`src/rtl/uart_frame_tx.sv`:
```
module uart_frame_tx #(
  parameter int CHAR_MAX = 10
) (
  input  logic                clk,
  input  logic                rst_n,
  input  logic                tx_enable,
  input  logic                baud_tick,
  input  logic                load,
  input  logic [CHAR_MAX-1:0] load_data,
  input  logic [1:0]          char_len,
  input  logic                parity_en,
  input  logic                parity_odd,
  input  logic                two_stop,
  input  logic                msb_first,
  input  logic                tx_invert,
  input  logic                send_break,
  input  logic                long_break,
  output logic                tx_out,
  output logic                buf_empty,
  output logic                tx_complete
);

  localparam int FRAME_W = CHAR_MAX + 3;
  localparam int IW      = $clog2(CHAR_MAX + 1);
  localparam int CNT_W   = $clog2(CHAR_MAX + 7);

  logic                full, busy, brk;
  logic [CHAR_MAX-1:0] hold;
  logic [FRAME_W-1:0]  shreg, fr;
  logic [CNT_W-1:0]    cnt, flen, blen;
  logic [IW-1:0]       nchar, nd;
  logic                par;
  logic                slot, take_word, take_brk;

  always_comb begin
    case (char_len)
      2'd0:    nchar = IW'(8);
      2'd1:    nchar = IW'(9);
      default: nchar = IW'(10);
    endcase
    nd  = nchar - IW'(parity_en);
    par = parity_odd;
    fr  = '1;
    fr[0] = 1'b0;
    for (int i = 0; i < CHAR_MAX; i++) begin
      if (IW'(i) < nd) begin
        par = par ^ hold[i];
        fr[i+1] = msb_first ? hold[IW'(nd - IW'(1) - IW'(i))] : hold[i];
      end
    end
    for (int i = 0; i < CHAR_MAX; i++)
      if (parity_en && IW'(i) == nd) fr[i+1] = par;
    flen = CNT_W'(nchar) + CNT_W'(two_stop ? 3 : 2);
    blen = flen + CNT_W'(long_break ? 3 : 0);
  end

  assign slot      = baud_tick && tx_enable && (!busy || cnt == CNT_W'(1));
  assign take_word = slot && full;
  assign take_brk  = slot && !full && send_break;

  always_ff @(posedge clk or negedge rst_n) begin
    if (!rst_n) begin
      busy  <= 1'b0;
      brk   <= 1'b0;
      shreg <= '1;
      cnt   <= '0;
    end else if (take_word) begin
      busy  <= 1'b1;
      brk   <= 1'b0;
      shreg <= fr;
      cnt   <= flen;
    end else if (take_brk) begin
      busy  <= 1'b1;
      brk   <= 1'b1;
      shreg <= '0;
      cnt   <= blen;
    end else if (baud_tick && busy) begin
      shreg <= {!brk, shreg[FRAME_W-1:1]};
      if (cnt == CNT_W'(1)) busy <= 1'b0;
      else                  cnt  <= cnt - CNT_W'(1);
    end
  end

  always_ff @(posedge clk or negedge rst_n) begin
    if (!rst_n) begin
      full <= 1'b0;
      hold <= '0;
    end else if (load) begin
      full <= 1'b1;
      hold <= load_data;
    end else if (take_word) begin
      full <= 1'b0;
    end
  end

  assign tx_out      = (busy ? shreg[0] : 1'b1) ^ tx_invert;
  assign buf_empty   = !full;
  assign tx_complete = !busy && !full;

  AST_IDLE_LEVEL: assert property (@(posedge clk) disable iff (!rst_n)
    tx_complete |-> tx_out == !tx_invert);
  AST_BIT_HOLD: assert property (@(posedge clk) disable iff (!rst_n)
    !baud_tick |=> $stable(shreg) && $stable(busy));
  AST_LOAD_FILLS: assert property (@(posedge clk) disable iff (!rst_n)
    load |=> !buf_empty);
  AST_EMPTY_AT_TICK: assert property (@(posedge clk) disable iff (!rst_n)
    $rose(buf_empty) |-> $past(baud_tick) && $past(tx_enable));
  AST_BREAK_LOW: assert property (@(posedge clk) disable iff (!rst_n)
    busy && brk |-> tx_out == tx_invert);
  AST_CNT_RANGE: assert property (@(posedge clk) disable iff (!rst_n)
    busy |-> cnt != '0 && cnt <= CNT_W'(CHAR_MAX + 6));
  AST_NO_START_OFF: assert property (@(posedge clk) disable iff (!rst_n)
    !tx_enable && !busy |=> !busy);

endmodule

```
`config.mk`:
```
export PLATFORM = sky130hd
export DESIGN_NAME = uart_frame_tx
export DESIGN_NICKNAME = d
export VERILOG_FILES = /design/src/rtl/uart_frame_tx.sv
export SDC_FILE = /design/constraint.sdc
export NUM_CORES = 1
export LEC_CHECK = 0
export ABC_AREA = 1
export BUFFER_PORTS_ARGS = -buffer_cell sky130_fd_sc_hd__buf_2
export CAP_MARGIN = 20
export CORE_MARGIN = 10
export CORE_UTILIZATION = 40
export DETAILED_ROUTE_END_ITERATION = 16
export PLACE_DENSITY_LB_ADDON = 0.2
export SYNTH_ARGS = -nofsm -noshare
export SYNTH_HDL_FRONTEND = slang
export SYNTH_SLANG_ARGS = --single-unit
```
`constraint.sdc`:
```
create_clock -name clk -period 5 [get_ports clk]
set_clock_uncertainty 0.05 [all_clocks]
set_input_delay 0.25 -clock clk [delete_from_list [all_inputs] [get_ports clk]]
set_output_delay 0.25 -clock clk [all_outputs]
set_load 0.03 [all_outputs]
```
==> impl_metrics.env, run 1 <==
export IMPL_status="complete, no violations"
export IMPL_drtIter0Drc=99
export IMPL_drtPass1Iterations=4
export IMPL_gp_congestion=0.834
export IMPL_worst_pin_slew_ps=705
export IMPL_drtAntennaViolNets=0
export IMPL_clkTransAtPathRegs_ps=70
export IMPL_grt_pass1_vias=2298
export IMPL_fin_cells=469
export IMPL_slew_viol_final=0
export IMPL_grt_overflow_total=0
export IMPL_placedInstanceArea_mm2=0.00275
export IMPL_route_detailed_drc=0
export IMPL_grt_usage_pct=13.2
export IMPL_r2r_start="cnt[1]"
export IMPL_nets=431
export IMPL_netlist_area_mm2=0.00258
export IMPL_yosysMostFrequentCell="nand2_1"
export IMPL_clk_latency_ps=290
export IMPL_worstHoldStart="load_data[6]"
export IMPL_cap_violations=0
export IMPL_synth_common_cells="100 x nand2_1, 37 x inv_1, 34 x o21ai_0"
export IMPL_vdd_ir_drop_max_mv=0.227
export IMPL_critPathLaunch="char_len[0]"
export IMPL_min_path_type="primary input to flip-flop"
export IMPL_power_total_mw=1.11
export IMPL_initial_core_util_pct=40.9
export IMPL_ys_ff_latch=31
export IMPL_diodes=0
export IMPL_setup_viol=0
export IMPL_routedWlPerCell_um=14.0
export IMPL_syn_nets=407
export IMPL_synth_edf_count=0
export IMPL_hold_viol=0
export IMPL_placedCellCount=460
export IMPL_power_density_mw_per_mm2=388
export IMPL_leakagePower_nw=1.41
export IMPL_cp_arrival_ps=3260
export IMPL_die_w_um=100
export IMPL_critPathMaxFanout=21
export IMPL_io_buffer_count=26
export IMPL_vias=2372
export IMPL_grt_first_pass_wirelength_um=10900
export IMPL_drive_gt1_share_pct=20.4
export IMPL_root_buffer="clkbuf_8"
export IMPL_synth_cells=367
export IMPL_core_region_area_mm2=0.00631
export IMPL_cts_tree="yes"
export IMPL_synth_async_reset_ratio_pct=100
export IMPL_max_freq_ghz=0.324
export IMPL_setup_tns_ps=0
export IMPL_htree_levels=2
export IMPL_required_ps=5180
export IMPL_std_cell_rows=29
export IMPL_yosysWarnings=0
export IMPL_hpwlAfterDp_um=5190
export IMPL_synthTopCellsByArea="dfrtp_1 17%, nand2_1 15%, dfstp_2 13%"
export IMPL_synth_seq_area_share_pct=30.6
export IMPL_finalCritPeriodShare_pct=61.6
export IMPL_io_pins=27
export IMPL_clock_path_buffers=2
export IMPL_cts_setup_buffers=0
export IMPL_die_y_um=100
export IMPL_cts_sinks=31
export IMPL_synthToLayoutAreaGrowth_pct=10.4
export IMPL_grt_max_degree=32
export IMPL_end_kind="flip-flop"
export IMPL_final_area_mm2=0.00285
export IMPL_drt_wl_total_um=6560
export IMPL_viasPerCell=5.06
export IMPL_post_synth_cell_area_avg_um2=7.04
export IMPL_die_area_mm2=0.0101
export IMPL_crit_type="primary input to flip-flop"
export IMPL_synth_top_area_share_pct=17.4
export IMPL_ys_types=39
export IMPL_max_slew_margin_pct=53.0
export IMPL_period_needed_ps=3080
export IMPL_numCtsBuffers=5
export IMPL_startpoint_type="primary input"
export IMPL_synth_ff_type="dfrtp_1"
export IMPL_final_util_pct=45.2
export IMPL_synth_top_area_cell="dfrtp_1"
export IMPL_nFillCells=680
export IMPL_antenna_found_initial=0
export IMPL_rsz0062_at_grt="false"
state kept, by name, indices dropped and copies added, names as in the netlist:
name	flops
full	1
shreg	13
cnt	5
hold	10
busy	1
brk	1
layout by cell type (no fill, tap or decap), types with 2 or more instances in the layout:
| cell | synthesis | routed |
|---|---|---|
| a21oi_4 | 2 | 2 |
| o21ai_1 | 7 | 7 |
| a31oi_1 | 4 | 4 |
| nand3_1 | 24 | 24 |
| inv_2 | 6 | 6 |
| nor2_1 | 27 | 27 |
| nand2_4 | 4 | 4 |
| clkinv_1 | 3 | 3 |
| nor3_1 | 2 | 2 |
| a21oi_1 | 21 | 21 |
| ha_1 | 15 | 15 |
| clkbuf_8 | 0 | 6 |
| a21oi_2 | 6 | 6 |
| o22ai_1 | 2 | 2 |
| nand3b_1 | 2 | 2 |
| o21ai_0 | 34 | 34 |
| a22oi_1 | 2 | 2 |
| o211ai_1 | 2 | 2 |
| dfstp_2 | 13 | 13 |
| nand2_1 | 100 | 100 |
| nand3_2 | 3 | 3 |
| inv_1 | 37 | 37 |
| dfrtp_1 | 18 | 18 |
| xor2_1 | 5 | 5 |
| buf_2 | 4 | 26 |
| o21ai_4 | 2 | 2 |
| nand2_2 | 6 | 6 |
timing repair:
action,4_1_cts,5_1_grt
endpoints found under the hold margin,8,0
hold buffers,1,0
gates resized for setup,0,0
setup endpoints to repair,0,0
metrics by stage:
stage,setup slack [ps],hold WS [ps]
final,1920,112
after global routing,1540,115
after CTS,1920,111
after detailed placement,1620,297
after global placement,1730,290
after floorplan,2500,-95.6
worst max-delay path: stages:
cell,delay (ps)
buf_2,130
inv_1,80
nor2_1,190
inv_1,70
ha_1,710
clkinv_1,450
ha_1,470
inv_1,120
nand3_1,130
nand3_1,120
nand3_1,110
nand3_1,60
a21oi_1,140
nand2_1,100
a21oi_2,110
final timing paths:
check	slack (ps)	endpoint	cells past startpoint
setup / recovery	1920	shreg[10]	15
max in group asynchronous	3950	hold[4]	2
min in group asynchronous	490	cnt[1]	2
setup reg to reg	2900	shreg[11]	12
hold reg to reg	430	brk	2
hold / removal	110	hold[6]	3
where the power goes:
part           internal [mW]  switching (mW)
registers              0.370          0.0607
clock network          0.111          0.0971
logic                  0.178           0.290
total                  0.658           0.448
layer usage:
metal | track usage [%] | wire length (um) | vias to the layer above | share of wire (%)
met4 | 6.74 | 257 | 0 | 3.9
met1 | 15.8 | 3080 | 1059 | 47
met3 | 3.02 | 232 | 21 | 3.5
met5 | 0 | 0 | - | 0
met2 | 21.7 | 2990 | 48 | 46
li1 | - | - | 1244 | -
layout make-up:
type	count	area, um^2	share of cell area [%]
multi-input combinational	279	1560	54.5
tap	77	96.3	3.38
clock inverter	1	5.00	0.175
clock buffer	7	86.3	3.02
sequential	31	792	27.8
inverter	47	179	6.27
timing repair buffer	27	140	4.91
kinds of logic after synthesis:
family	count (synthesis)	share of synthesized area, %
and+or+nand+nor	172	29.9
DFF	31	30.6
adders and majority gates	16	8.03
xor gates and xnor gates	6	2.03
AOI/OAI and AO/OA	85	20.2
buffers and inverters	57	9.20
(Power assumes the default switching activity.)
==> inputs of run 2 (changes only) <==
==> constraint.sdc (replaced) <==
create_clock -name clk -period 3.2 [get_ports clk]
set_clock_uncertainty 0.05 [all_clocks]
set_input_delay 0.16 -clock clk [delete_from_list [all_inputs] [get_ports clk]]
set_output_delay 0.16 -clock clk [all_outputs]
set_load 0.03 [all_outputs]
==> run 2 against run 1 <==
Sequential power grew 55%. Via count rose by 2.7%. Cell count grew 0.21%. Flip-flop and latch count did not move. Setup slack got worse by 1100 ps. Clock power grew 60%. Final area up 0.26%. First-iteration DRC count decreased by 13%. Count of clock-buffer cells in the layout is the same. Non-clock buffer count rose by 1. Total power rose by 57%. Largest cell class unchanged. Largest power group unchanged.
==> impl_metrics.env, run 2 (synthesis gave the netlist of run 1 again) <==
export IMPL_die_area_mm2=0.0101
export IMPL_hpwlAfterDp_um=5080
export IMPL_leakagePower_nw=1.41
export IMPL_numCtsBuffers=5
export IMPL_nFillCells=684
export IMPL_die_y_um=100
export IMPL_synthToLayoutAreaGrowth_pct=10.7
export IMPL_cp_arrival_ps=2540
export IMPL_largest_register="shreg"
export IMPL_required_ps=3380
export IMPL_clock_path_buffers=2
export IMPL_final_util_pct=45.3
export IMPL_startpoint_type="primary input"
export IMPL_hold_viol=0
export IMPL_r2r_cells=12
export IMPL_layout_commonest_cell="nand2_1"
export IMPL_clk_latency_ps=290
export IMPL_drtIter0Drc=86
export IMPL_io_pins=27
export IMPL_final_cell_mix="100 x nand2_1, 37 x inv_1, 34 x o21ai_0"
export IMPL_cts_resized=0
export IMPL_cts_tree="yes"
export IMPL_std_cell_rows=29
export IMPL_die_w_um=100
export IMPL_grt_overflow_total=0
export IMPL_drive_gt1_share_pct=20.6
export IMPL_critPathMaxFanout=10
export IMPL_crit_cells=17
export IMPL_core_region_area_mm2=0.00631
export IMPL_routedWlPerCell_um=13.9
export IMPL_dp_slack_ps=525
export IMPL_crit_top_cell="nand2_1"
export IMPL_status="complete, no violations"
export IMPL_cp_slowest_cell="ha_1"
export IMPL_grt_pass1_vias=2567
export IMPL_grt_usage_pct=13.9
export IMPL_viasPerCell=5.18
export IMPL_rsz0062_at_grt="false"
export IMPL_clkTransAtPathRegs_ps=70
export IMPL_max_freq_ghz=0.424
export IMPL_setup_viol=0
export IMPL_gp_congestion=0.883
export IMPL_drtPass1Iterations=4
export IMPL_route_detailed_drc=0
export IMPL_htree_levels=2
export IMPL_antenna_found_initial=0
export IMPL_drtAntennaViolNets=0
export IMPL_io_buffer_count=26
export IMPL_grt_max_degree=32
export IMPL_vdd_ir_drop_max_mv=0.392
export IMPL_cts_sinks=31
export IMPL_min_path_type="primary input to flip-flop"
export IMPL_hold_path_depth=3
export IMPL_grt_first_pass_wirelength_um=11500
export IMPL_slowest_delay_ps=440
export IMPL_max_slew_margin_pct=52.5
export IMPL_reg_top3="shreg (13), hold (10), cnt (5)"
export IMPL_setup_tns_ps=0
export IMPL_fin_ws_ps=840
export IMPL_crit_chain="buf_2 -> inv_1 -> nor2_1 -> inv_1 -> ha_1 -> clkinv_1 -> ha_1 -> inv_1 -> nand3_1 -> nand2_1 -> nand2_1 -> nand3_1 -> nand2_1 -> nand2_1 -> a21oi_1 -> nand2_1 -> a21oi_2"
export IMPL_nets=432
export IMPL_crit_type="primary input to flip-flop"
export IMPL_period_needed_ps=2360
export IMPL_cap_violations=0
export IMPL_vias=2436
export IMPL_drt_wl_total_um=6540
export IMPL_root_buffer="clkbuf_8"
export IMPL_worst_pin_slew_ps=712
export IMPL_cts_setup_buffers=0
export IMPL_end_kind="flip-flop"
export IMPL_diodes=0
export IMPL_cpLargestDelayFamily="adder cells"
export IMPL_largest_reg_flops=13
export IMPL_cp_buffers_inverters=5
export IMPL_initial_core_util_pct=40.9
export IMPL_finalCritPeriodShare_pct=73.7
export IMPL_power_density_mw_per_mm2=607
export IMPL_slew_viol_final=0
run 2: cell types whose count changed in the layout (fill, tap and decap cells not counted), sizes merged:
| cell | previous run | this run |
|---|---|---|
| buf | 26 | 27 |
run 2: layout make-up:
type | count | area, um^2 | share of cell area [%]
multi-input combinational | 279 | 1560 | 54.4
tap | 77 | 96.3 | 3.37
clock inverter | 1 | 5.00 | 0.175
timing repair buffer | 28 | 148 | 5.16
sequential | 31 | 792 | 27.7
clock buffer | 7 | 86.3 | 3.02
inverter | 47 | 179 | 6.25
run 2: metal layers:
metal	track usage, %	wire [um]	vias to the layer above	part of all wire (%)
met4	5.87	157	0	2.4
li1	-	-	1246	-
met3	3.37	355	17	5.4
met1	15.8	2830	1100	43
met5	0	0	-	0
met2	24.2	3190	73	49
run 2: power by group:
part           switching (mW)  internal, mW  total [mW]
Sequential             0.0905         0.577       0.667
Clock                   0.159         0.174       0.332
Combinational           0.458         0.280       0.738
run 2: what timing repair did:
action	4_1_cts	5_1_grt
hold buffers	1	0
endpoints found under the hold margin	18	0
setup endpoints to repair	0	0
run 2: tightest hold or removal path, cell delays in order:
cell     delay, ps
buf_2           70
nand2_1         40
nand2_1         50
run 2: worst paths after layout:
| path | from | endpoint | slack, ps |
|---|---|---|---|
| max | char_len[0] | shreg[8] | 840 |
| min | load_data[6] | hold[6] | 20 |
| max reg2reg | cnt[1] | shreg[11] | 1130 |
| min reg2reg | shreg[12] | shreg[12] | 420 |
| max in group asynchronous | rst_n | busy | 2230 |
| min in group asynchronous | rst_n | cnt[1] | 400 |
run 2: per-stage QoR:
step / instance area (um^2) / cells / total power [mW] / hold slack (ps)
after floorplan: 2580 / 367 / 1.25 / -186
after global placement: 2760 / 461 / 1.40 / 195
after detailed placement: 2760 / 461 / 1.41 / 210
after CTS: 2860 / 470 / 1.75 / 13.2
after global routing: 2860 / 470 / 1.89 / 34.7
final: 2860 / 470 / 1.74 / 15.9
